[src/rtl/swap_lock_pkg.sv]
package swap_lock_pkg;
    typedef enum logic [1:0] {
        CMD_READ  = 2'b00,
        CMD_WRITE = 2'b01,
        CMD_SWAP  = 2'b10,
        CMD_ALTRD = 2'b11
    } cmd_e;

    typedef enum logic {
        ST_OPEN  = 1'b0,
        ST_REPLY = 1'b1
    } phase_e;
endpackage

[src/rtl/swap_lock_rr_arb.sv]
module swap_lock_rr_arb #(
    parameter int PORTS = 3
) (
    input  logic             clk,
    input  logic             rst_n,
    input  logic [PORTS-1:0] req,
    input  logic             advance,
    output logic [PORTS-1:0] grant
);
    localparam int PW = (PORTS > 1) ? $clog2(PORTS) : 1;

    logic [PW-1:0] last_q;
    logic [PW-1:0] win_idx;

    // search starts one past the last winner and wraps
    always_comb begin
        grant   = '0;
        win_idx = last_q;
        for (int off = 1; off <= PORTS; off++) begin
            int cand;
            cand = (int'(last_q) + off) % PORTS;
            if (grant == '0 && req[cand]) begin
                grant[cand] = 1'b1;
                win_idx     = PW'(cand);
            end
        end
    end

    always_ff @(posedge clk) begin
        if (!rst_n) begin
            last_q <= PW'(PORTS - 1);
        end else if (advance && (|grant)) begin
            last_q <= win_idx;
        end
    end
endmodule

[src/rtl/swap_lock_store.sv]
module swap_lock_store #(
    parameter int LOCKS = 8,
    parameter int DW    = 8,
    parameter int AW    = 3
) (
    input  logic          clk,
    input  logic          rst_n,
    input  logic [AW-1:0] addr,
    input  logic          we,
    input  logic [DW-1:0] wdata,
    output logic [DW-1:0] rdata
);
    logic [DW-1:0] word_q [LOCKS];

    // old value is read combinationally; the new value lands at the same edge
    assign rdata = word_q[addr];

    generate
        for (genvar w = 0; w < LOCKS; w++) begin : g_word
            always_ff @(posedge clk) begin
                if (!rst_n) begin
                    word_q[w] <= '0;
                end else if (we && addr == AW'(w)) begin
                    word_q[w] <= wdata;
                end
            end
        end
    endgenerate
endmodule

[src/rtl/swap_lock_unit.sv]
module swap_lock_unit
    import swap_lock_pkg::*;
#(
    parameter  int PORTS = 3,
    parameter  int LOCKS = 8,
    parameter  int DW    = 8,
    localparam int AW    = $clog2(LOCKS)
) (
    input  logic                clk,
    input  logic                rst_n,
    input  logic [PORTS-1:0]    req_valid,
    input  logic [2*PORTS-1:0]  req_cmd,
    input  logic [AW*PORTS-1:0] req_addr,
    input  logic [DW*PORTS-1:0] req_wdata,
    output logic [PORTS-1:0]    req_ready,
    output logic [PORTS-1:0]    rsp_valid,
    output logic [DW-1:0]       rsp_rdata
);
    phase_e            state_q, state_d;
    logic [PORTS-1:0]  grant;
    logic              fire;
    cmd_e              sel_cmd;
    logic [AW-1:0]     sel_addr;
    logic [DW-1:0]     sel_wdata;
    logic [DW-1:0]     old_word;
    logic              store_we;
    logic [PORTS-1:0]  reply_to_q;
    logic [DW-1:0]     reply_data_q;

    swap_lock_rr_arb #(.PORTS(PORTS)) u_arb (
        .clk     (clk),
        .rst_n   (rst_n),
        .req     (req_valid),
        .advance (state_q == ST_OPEN),
        .grant   (grant)
    );

    assign fire = (state_q == ST_OPEN) && (|grant);

    // route the granted port's payload
    always_comb begin
        sel_cmd   = CMD_READ;
        sel_addr  = '0;
        sel_wdata = '0;
        for (int p = 0; p < PORTS; p++) begin
            if (grant[p]) begin
                sel_cmd   = cmd_e'(req_cmd[p*2 +: 2]);
                sel_addr  = req_addr[p*AW +: AW];
                sel_wdata = req_wdata[p*DW +: DW];
            end
        end
    end

    assign store_we = fire && (sel_cmd == CMD_WRITE || sel_cmd == CMD_SWAP);

    swap_lock_store #(.LOCKS(LOCKS), .DW(DW), .AW(AW)) u_store (
        .clk   (clk),
        .rst_n (rst_n),
        .addr  (sel_addr),
        .we    (store_we),
        .wdata (sel_wdata),
        .rdata (old_word)
    );

    // state register
    always_ff @(posedge clk) begin
        if (!rst_n) begin
            state_q <= ST_OPEN;
        end else begin
            state_q <= state_d;
        end
    end

    always_comb begin
        state_d = state_q;
        unique case (state_q)
            ST_OPEN:  if (fire) state_d = ST_REPLY;
            ST_REPLY: state_d = ST_OPEN;
            default:  state_d = ST_OPEN;
        endcase
    end

    // capture of the returned value at the grant edge
    always_ff @(posedge clk) begin
        if (!rst_n) begin
            reply_to_q   <= '0;
            reply_data_q <= '0;
        end else if (fire) begin
            reply_to_q   <= grant;
            reply_data_q <= old_word;
        end
    end

    // outputs
    always_comb begin
        req_ready = '0;
        rsp_valid = '0;
        unique case (state_q)
            ST_OPEN:  req_ready = grant;
            ST_REPLY: rsp_valid = reply_to_q;
            default:  ;
        endcase
    end
    assign rsp_rdata = reply_data_q;
endmodule

[config.mk]
export PLATFORM = sky130hd
export DESIGN_NAME = swap_lock_unit
export DESIGN_NICKNAME = d
export VERILOG_FILES = /design/src/rtl/swap_lock_pkg.sv /design/src/rtl/swap_lock_rr_arb.sv /design/src/rtl/swap_lock_store.sv /design/src/rtl/swap_lock_unit.sv
export SDC_FILE = /design/constraint.sdc
export NUM_CORES = 1
export LEC_CHECK = 0
export BUFFER_PORTS_ARGS = -buffer_cell sky130_fd_sc_hd__clkbuf_2
export CAP_MARGIN = 20
export CORE_MARGIN = 1
export CORE_UTILIZATION = 52
export CTS_CLUSTER_SIZE = 24
export DETAILED_ROUTE_END_ITERATION = 10
export PLACE_DENSITY = 0.73
export SYNTH_ARGS = -nofsm -noshare
export SYNTH_HDL_FRONTEND = slang
export SYNTH_SLANG_ARGS = --single-unit
[constraint.sdc]
create_clock -name clk -period 6.7 [get_ports clk]
set_input_delay 0.335 -clock clk [delete_from_list [all_inputs] [get_ports clk]]
set_output_delay 0.335 -clock clk [all_outputs]
set_load 0.01 [all_outputs]
Word level (Yosys, flattened, before mapping)
Memories as Yosys holds them, arrays and structs flattened. A register that Yosys moved wholly into a read port is not among the register bits.
Index checks and enable logic that the tools add are counted.
Widths: inputs -> output; s select.

cells by class
  equality and inequality tests = 9
  order comparisons = 6
  add/sub/neg operators = 3
  reduce and logical (&&, ||, !) cells = 23
  divide/modulo/power cells = 3
  muxes and demuxes = 67
  bitwise logic cells = 11

operators by type and width
  kind                   number
  $ge 32x1->1 const B    3
  $lt 32x4->1 const B    3
  $mod 32x3->32 const B  3
  $mux 8                 11
  $mux 1                 35
  $mux 3                 8
  $logic_and 1x1->1      15
  $eq 3x3->1 const B     4
  $mux 2                 6
  $logic_not 3->1        3
  $or 1x1->1             8
  $add 2x2->3 const B    2
  $bmux 1 s2             3
  $demux 1 s2            3
  $eq 3x2->1 const B     2
  $or 3x3->3             2
  $add 2x1->3 const B    1
  $eq 3x1->1 const B     1
  $reduce_bool 3->1      1
  $reduce_or 3->1        1
  $eq 2x1->1 const B     1
  $eq 2x2->1 const B     1
  $pmux 1 s2             1
  $reduce_and 2->1       1
  other kinds (3)        3

storage, ports and cells
  flip-flop bits (word level) = 6
  input bits = 44
  RAM bits = 64
  memories kept = 1

memory list
  name            words  width  rd ports  clocked after memory_dff  wr ports  RTL line               text
  u_store.word_q  8      8      1         1                         8         swap_lock_store.sv:13  logic [DW-1:0] word_q [LOCKS];

Longest topological paths before layout
Gate-level depths: netlist of run 1.

  depth after elaboration = 24
  depth in mapped cells = 15

Cells and area by module
From an unflattened synthesis of run 1, not the netlist that was laid out.

second synthesis, totals
  cells, all modules = 389
  area, all modules = 4390.5 um2

modules (own cells, without submodules)
  module            seq. area each (um2)  area an instance (um2)  cells an instance  instances
  swap_lock_store   1921.8                3042.9                  209                1
  swap_lock_unit    240.2                 755.7                   103                1
  swap_lock_rr_arb  40.0                  591.8                   77                 1

Worst setup path after synthesis of run 1
OpenSTA, ideal clock, no wires.

  path kind = reg-to-reg
  from = reg u_arb.last_q[0]
  to = mem u_store.word_q[5][0] (enable)
  data arrival time = 3453 ps
  setup time = 387 ps
  slack = 2861 ps
  cell stages (with the launch flop) = 11
  required time = 6313 ps
  period minus slack after synthesis = 3839 ps
  cell sequence = dfxtp_1 inv_1 ha_1 nor2b_1 o211a_1 a311oi_4 a31o_2 mux2_2 o31a_1 or2_2 o31ai_1

RTL lines
  element                   RTL line                text
  start: declaration        swap_lock_rr_arb.sv:12  logic [PW-1:0] last_q;
  start signal: assignment  swap_lock_rr_arb.sv:31  last_q <= PW'(PORTS - 1);
  start signal: assignment  swap_lock_rr_arb.sv:33  last_q <= win_idx;
  end: declaration          swap_lock_store.sv:13

==> flow_summary.json, run 1 <==
{
  "synth_xor_xnor_area_share": 0.00596,
  "grt_pass1_wl_um": 18200,
  "coreArea_um2": 8220,
  "skew_ps": 6.57,
  "start_util": 0.536,
  "slew_headroom": 0.325,
  "ctsHoldBuffers": 0,
  "dp_slack_ps": 2050,
  "swShare": 0.508,
  "worstPathArrival_ps": 4470,
  "layout.nets": 510,
  "post_cts_buffers": 0,
  "drt_iter0_drc": 330,
  "synth_area_leaders": "edfxtp_1 (44%), dfxtp_1 (6.4%), nor2_1 (4.4%), o21ai_0 (4.2%), nor2b_1 (3.7%)",
  "grt_usage": 0.285,
  "power_density_nw_per_um2": 541,
  "numPortBuffers": 57,
  "crit_type": "reg2reg",
  "grt_max_degree": 28,
  "synth-simple-area-share": 0.177,
  "finalSetupTns_ps": 0,
  "slew_violations": 0,
  "crit_path_start_kind": "register",
  "muxShareOfSynthArea": 0.0324,
  "die_width_um": 94.1,
  "seq_area_um2": 2200,
  "synth_top_area_frac": 0.436,
  "top_usage_layer": "met2",
  "cts.clk_slew.worst_paths_ps": 80,
  "use_met1": 0.387,
  "netSwitchingPower_mw": 1.35,
  "die_area_um2": 8850,
  "synth_edf_count": 64,
  "grt_use_met3": 0.0639,
  "cts_tree": "yes",
  "p_comb_frac": 0.625,
  "cts.sinks": 78,
  "drt_wl_total_um": 11700,
  "antenna_found_initial": 0,
  "grt.overflow.total": 0,
  "clkPwrFrac": 0.116,
  "period_share": 0.658,
  "synth-compound-area-share": 0.235,
  "vdd_ir_drop_max_mv": 0.431,
  "worstMarginPinSlew_ps": 1010,
  "crit_required_ps": 6760,
  "drc": 0,
  "rsz0062_at_grt": "false",
  "ys_seq_area_frac": 0.500,
  "synth-adder-area-share": 0.0114,
  "use_met2": 0.439,
  "ys_warn_count": 0,
  "cap_violations": 0,
  "cts_buffers": 9,
  "vias": 3688,
  "dp_hpwl_um": 8300,
  "die_y_um": 94.1,
  "grt_pass1_vias": 3461,
  "clockBufferDepth": 2,
  "finalHoldViolCount": 0,
  "io_pins": 58,
  "synth_top_family_by_area": "compound AO/OA/AOI/OAI gates",
  "fmax_mhz": 227,
  "fin_util": 0.600,
  "internal-power_mw": 1.31,
  "fin_crit_ps": 4410,
  "post_synth.cell_area_avg_um2": 10.7,
  "h-tree-depth": 3,
  "multi_input_area_um2": 2030,
  "layout-drive-gt1-share": 0.251,
  "synth_seq_cells": 78,
  "hold_path.class": "in2reg",
  "synthFlopType": "edfxtp_1",
  "cts_resized": 0,
  "viasPerCell": 6.45,
  "diodes": 0,
  "clock-root-buffer": "clkbuf_8",
  "endpoint_kind": "register",
  "power_frac_seq": 0.259,
  "synth_largest_area_cell": "edfxtp_1",
  "first_pass_iters": 5,
  "synth.distinct_cells": 64,
  "netlist_area_um2": 4410,
  "wl_per_cell_um": 20.4,
  "clock_latency_ps": 350,
  "p_leak_nw": 1.83,
  "syn_inst": 413,
  "status": "complete, no violations",
  "area_delta_synth_final_pct": 11.8,
  "num_rows": 33,
  "ant_nets": 0,
  "synth_async_sr_flop_share": 0,
  "r2r_slack_ps": 2290,
  "fillers": 688,
  "setup_viol": 0,
  "fin_ws_ps": 2290,
  "synth.net_count": 461,
  "gp_congestion": 0.872,
  "critPathMaxFanout": 21
}
-- cell usage in the layout, fill, tap and decap left out, types with 5 or more instances in the layout --
master / Yosys / routed
o21ai_0: 37 / 37
clkbuf_2: 0 / 57
nor2b_1: 26 / 26
o21ai_1: 10 / 10
o31ai_1: 7 / 7
a21oi_1: 5 / 5
a221o_1: 8 / 8
a41oi_1: 10 / 10
a21o_1: 8 / 8
o221a_2: 8 / 8
nor2_1: 52 / 52
nand3_1: 18 / 18
dfxtp_1: 14 / 14
inv_1: 9 / 9
mux2_2: 10 / 10
clkbuf_8: 0 / 9
edfxtp_1: 64 / 64
a32oi_1: 16 / 16
and2_1: 6 / 6
nand2_1: 10 / 10
buf_2: 8 / 8
-- power groups by stage --
stage / registers (mW) / clock network (mW) / logic, mW
2_1_floorplan: 0.683 / 0 / 1.17
3_3_place_gp: 0.701 / 0 / 1.59
3_5_place_dp: 0.703 / 0 / 1.61
4_1_cts: 0.693 / 0.310 / 1.62
5_1_grt: 0.701 / 0.334 / 1.79
6_report: 0.692 / 0.308 / 1.67
-- logic make-up after synthesis --
kind of cell               after synthesis
xor gates and xnor gates                 3
DFF                                     78
muxes                                   13
buffers and inverters                   41
AOI/OAI and AO/OA                      133
adders and majority gates                4
and+or+nand+nor                        141
-- per-layer routing --
metal  routed length (um)  up-vias
met5                    0        -
met4                  321        0
li1                     -     1701
met2                 5500      205
met3                  927       29
met1                 4940     1753
-- cell type report --
class / instances / share of cell area
flip-flops and latches: 78 / 0.447
multi-input cells: 294 / 0.413
repair buffers: 70 / 0.0736
well taps: 105 / 0.0267
clock buffers: 10 / 0.0259
clock inverters: 6 / 0.00762
inverters: 9 / 0.00685
-- state kept, by name, indices dropped and copies added, names as in the netlist --
signal,flops
reply_to_q,3
rsp_rdata,8
state_q,1
u_arb.last_q,2
u_store.word_q,64
-- critical path: stages (launching register included) --
cell,delay (ps)
dfxtp_1,390
inv_1,80
ha_1,390
o21ai_0,430
and4_1,480
o31a_1,630
o311ai_1,210
buf_4,220
and2_1,400
o31ai_1,590
buf_2,290
-- synthesized netlist by cell type (3+ instances only) --
cell,count
inv_1,9
nand4b_1,3
nand2b_1,4
o31ai_1,7
a21oi_1,5
a221o_1,8
nor2b_1,26
and2_1,6
clkbuf_1,21
a21o_1,8
o21ai_0,37
o221a_2,8
ha_1,4
dfxtp_1,14
a41oi_1,10
a32oi_1,16
nand3_1,18
o21ai_1,10
nor2_1,52
mux2i_1,3
nand2_1,10
nand3b_1,4
buf_2,8
edfxtp_1,64
mux2_2,10
-- path summary, 6_finish.rpt --
kind,cells after the start,from,end
max,10,u_arb.last_q[0],u_store.word_q[0][1]
min,2,rst_n,u_arb.last_q[1]
max reg2reg,10,u_arb.last_q[0],u_store.word_q[0][1]
min reg2reg,2,reply_to_q[1],reply_to_q[1]
-- per-stage QoR --
stage / instance area (um2) / instances / total power, mW / hold WS, ps
detailed placement: 4720 / 548 / 2.31 / 469
global route: 4930 / 572 / 2.83 / 391
CTS: 4880 / 564 / 2.62 / 367
global placement: 4710 / 546 / 2.29 / 459
finish: 4930 / 572 / 2.67 / 392
floorplan: 4410 / 413 / 1.85 / 448
Note: power is estimated with default switching activity, not from simulation.
==> inputs of run 2 (changes only) <==
- ABC_AREA: default -> 1
- PLACE_DENSITY: 0.73 -> 0.76
- clock period: 6.7 -> 3.81 ns (I/O delays scaled with it)
==> flow_summary.json, run 2 <==
{
  "grt_pass1_wl_um": 16800,
  "final_cell_mix": "nand2_1 (149), nand3_1 (89), nor2_1 (73), edfxtp_1 (64), clkbuf_2 (57)",
  "largest_reg_flops": 64,
  "worstMarginPinSlew_ps": 838,
  "finalSetupTns_ps": 0,
  "antenna_found_initial": 0,
  "worstPathArrival_ps": 3560,
  "ant_nets": 0,
  "crit_chain": "inv_1 -> ha_1 -> inv_2 -> nor2_2 -> nand3_1 -> nand2_2 -> nand2_1 -> nand4_2 -> nor2_2 -> nor2_4 -> inv_2 -> nand2_1 -> nand3_1 -> o21ai_4 -> inv_4 -> nor2_8 -> nand2_1 -> nand2_1",
  "hold_path.class": "in2reg",
  "layout-drive-gt1-share": 0.227,
  "gp_congestion": 0.948,
  "slew_headroom": 0.441,
  "synth_area_leaders": "edfxtp_1 (45%), nand2_1 (13%), nand3_1 (10%), dfxtp_1 (6.5%), nor2_1 (6.4%)",
  "worstRegToRegCells": 18,
  "fmax_mhz": 282,
  "dp_hpwl_um": 7570,
  "io_pins": 58,
  "crit_path_start_kind": "register",
  "fin_ws_ps": 267,
  "ys_seq_area_frac": 0.513,
  "layout.nets": 607,
  "first_pass_iters": 5,
  "clockBufferDepth": 2,
  "grt_max_degree": 34,
  "ctsHoldBuffers": 0,
  "grt_pass1_vias": 3492,
  "status": "complete, no violations",
  "synth_seq_cells": 78,
  "cts.clk_slew.worst_paths_ps": 90,
  "diodes": 0,
  "skew_ps": 8.80,
  "cts_tree": "yes",
  "num_rows": 32,
  "syn_inst": 498,
  "viasPerCell": 5.54,
  "synth_edf_count": 64,
  "cp_top_family": "simple AND/OR/NAND/NOR gates",
  "cp.buffers_inverters": 4,
  "h-tree-depth": 3,
  "synth_async_sr_flop_share": 0,
  "critPathMaxFanout": 16,
  "area_delta_synth_final_pct": 13.8,
  "numPortBuffers": 57,
  "synth_top_area_frac": 0.448,
  "synth.cells.most_frequent": "nand2_1 (150), nand3_1 (89), nor2_1 (73), edfxtp_1 (64), inv_1 (18)",
  "ys_warn_count": 0,
  "cts_buffers": 9,
  "clock_latency_ps": 350,
  "r2r_start": "u_arb.last_q[0]",
  "synth_largest_area_cell": "edfxtp_1",
  "die_y_um": 92.9,
  "cp.depth": 18,
  "netlist_area_um2": 4290,
  "die_width_um": 92.9,
  "crit_top_cell": "nand2_1",
  "r2r-end": "u_store.word_q[3][6]",
  "synth.net_count": 546,
  "coreArea_um2": 7850,
  "synth.distinct_cells": 32,
  "yosysMostFrequentCell": "nand2_1",
  "fin_crit_ps": 3540,
  "max_stage_delay_ps": 390,
  "startpoint": "u_arb.last_q[0]",
  "final_common_cell": "nand2_1",
  "cts.sinks": 78,
  "endpoint_kind": "register",
  "grt.overflow.total": 0,
  "finalHoldViolCount": 0,
  "start_util": 0.547,
  "cap_violations": 0,
  "synthFlopType": "edfxtp_1",
  "crit_type": "reg2reg",
  "slew_violations": 0,
  "dp_slack_ps": 312,
  "wl_per_cell_um": 15.6,
  "drt_wl_total_um": 10400,
  "setup.worst_path.end": "u_store.word_q[3][6]",
  "clock-root-buffer": "clkbuf_8",
  "post_synth.cell_area_avg_um2": 8.62,
  "post_cts_buffers": 0,
  "r2r_slack_ps": 270,
  "vias": 3688,
  "rsz0062_at_grt": "false",
  "worstHoldStart": "req_wdata[19]",
  "drt_iter0_drc": 282,
  "drc": 0,
  "grt_usage": 0.260,
  "crit_path_top_delay_cell": "ha_1",
  "largest-register": "u_store.word_q",
  "period_share": 0.930,
  "fillers": 686,
  "setup_viol": 0,
  "die_area_um2": 8630,
  "crit_required_ps": 3830
}
==> run 2: what timing repair did <==
item / CTS / global route
resized for setup: 0 / 1
setup endpoints to repair: 0 / 2
hold endpoints to repair: 0 / 0
==> run 2: kinds of logic after synthesis <==
group,synth area share
AO/OA/AOI/OAI,0.0423
buffers and inverters,0.0489
XOR/XNOR,0.00408
adder cells (fa/ha/maj),0.0117
flip-flops,0.513
AND/OR/NAND/NOR,0.380
==> run 2: how the worst min path moves through the flow <==
stage | to | slack, ps | cells past startpoint
floorplan | reply_to_q[0] | 440 | 2
global placement | reply_to_q[0] | 460 | 2
global route | u_store.word_q[7][3] | 320 | 3
detailed placement | reply_to_q[0] | 460 | 2
finish | u_store.word_q[7][3] | 300 | 3
CTS | u_store.word_q[7][3] | 280 | 3
==> run 2: metrics by stage <==
stage	hold slack, ps	util	cells	cell area [um2]
detailed placement	459	0.598	650	4690
finish	296	0.623	666	4890
global placement	458	0.598	650	4690
CTS	283	0.623	666	4890
floorplan	440	-	498	4290
global route	318	0.623	666	4890
==> run 2: per-layer routing <==
layer / global-route usage / vias to the layer above / share of wire / wire length (um)
met2: 0.411 / 142 / 0.46 / 4810
met3: 0.0599 / 33 / 0.064 / 664
li1: - / 1792 / - / -
met1: 0.338 / 1721 / 0.43 / 4480
met4: 0.127 / 0 / 0.041 / 425
met5: 0 / - / 0 / 0
==> run 2: worst min-delay path: stages <==
cell      delay (ps)
clkbuf_2          80
o21ai_1          140
nor2_1           130
==> run 2: final cells by class <==
| class | count | area [um2] | area share |
|---|---|---|---|
| clock buffer | 9 | 124 | 0.0253 |
| clock inverter | 7 | 71.3 | 0.0146 |
| sequential | 78 | 2200 | 0.450 |
| timing repair buffer | 70 | 383 | 0.0783 |
| tap | 102 | 128 | 0.0261 |
| multi-input combinational | 375 | 1880 | 0.385 |
| inverter | 25 | 96.3 | 0.0197 |
Power of run 2 is not shown: default switching activity piles up to over one toggle a cycle in this logic, so the estimate is an artifact.
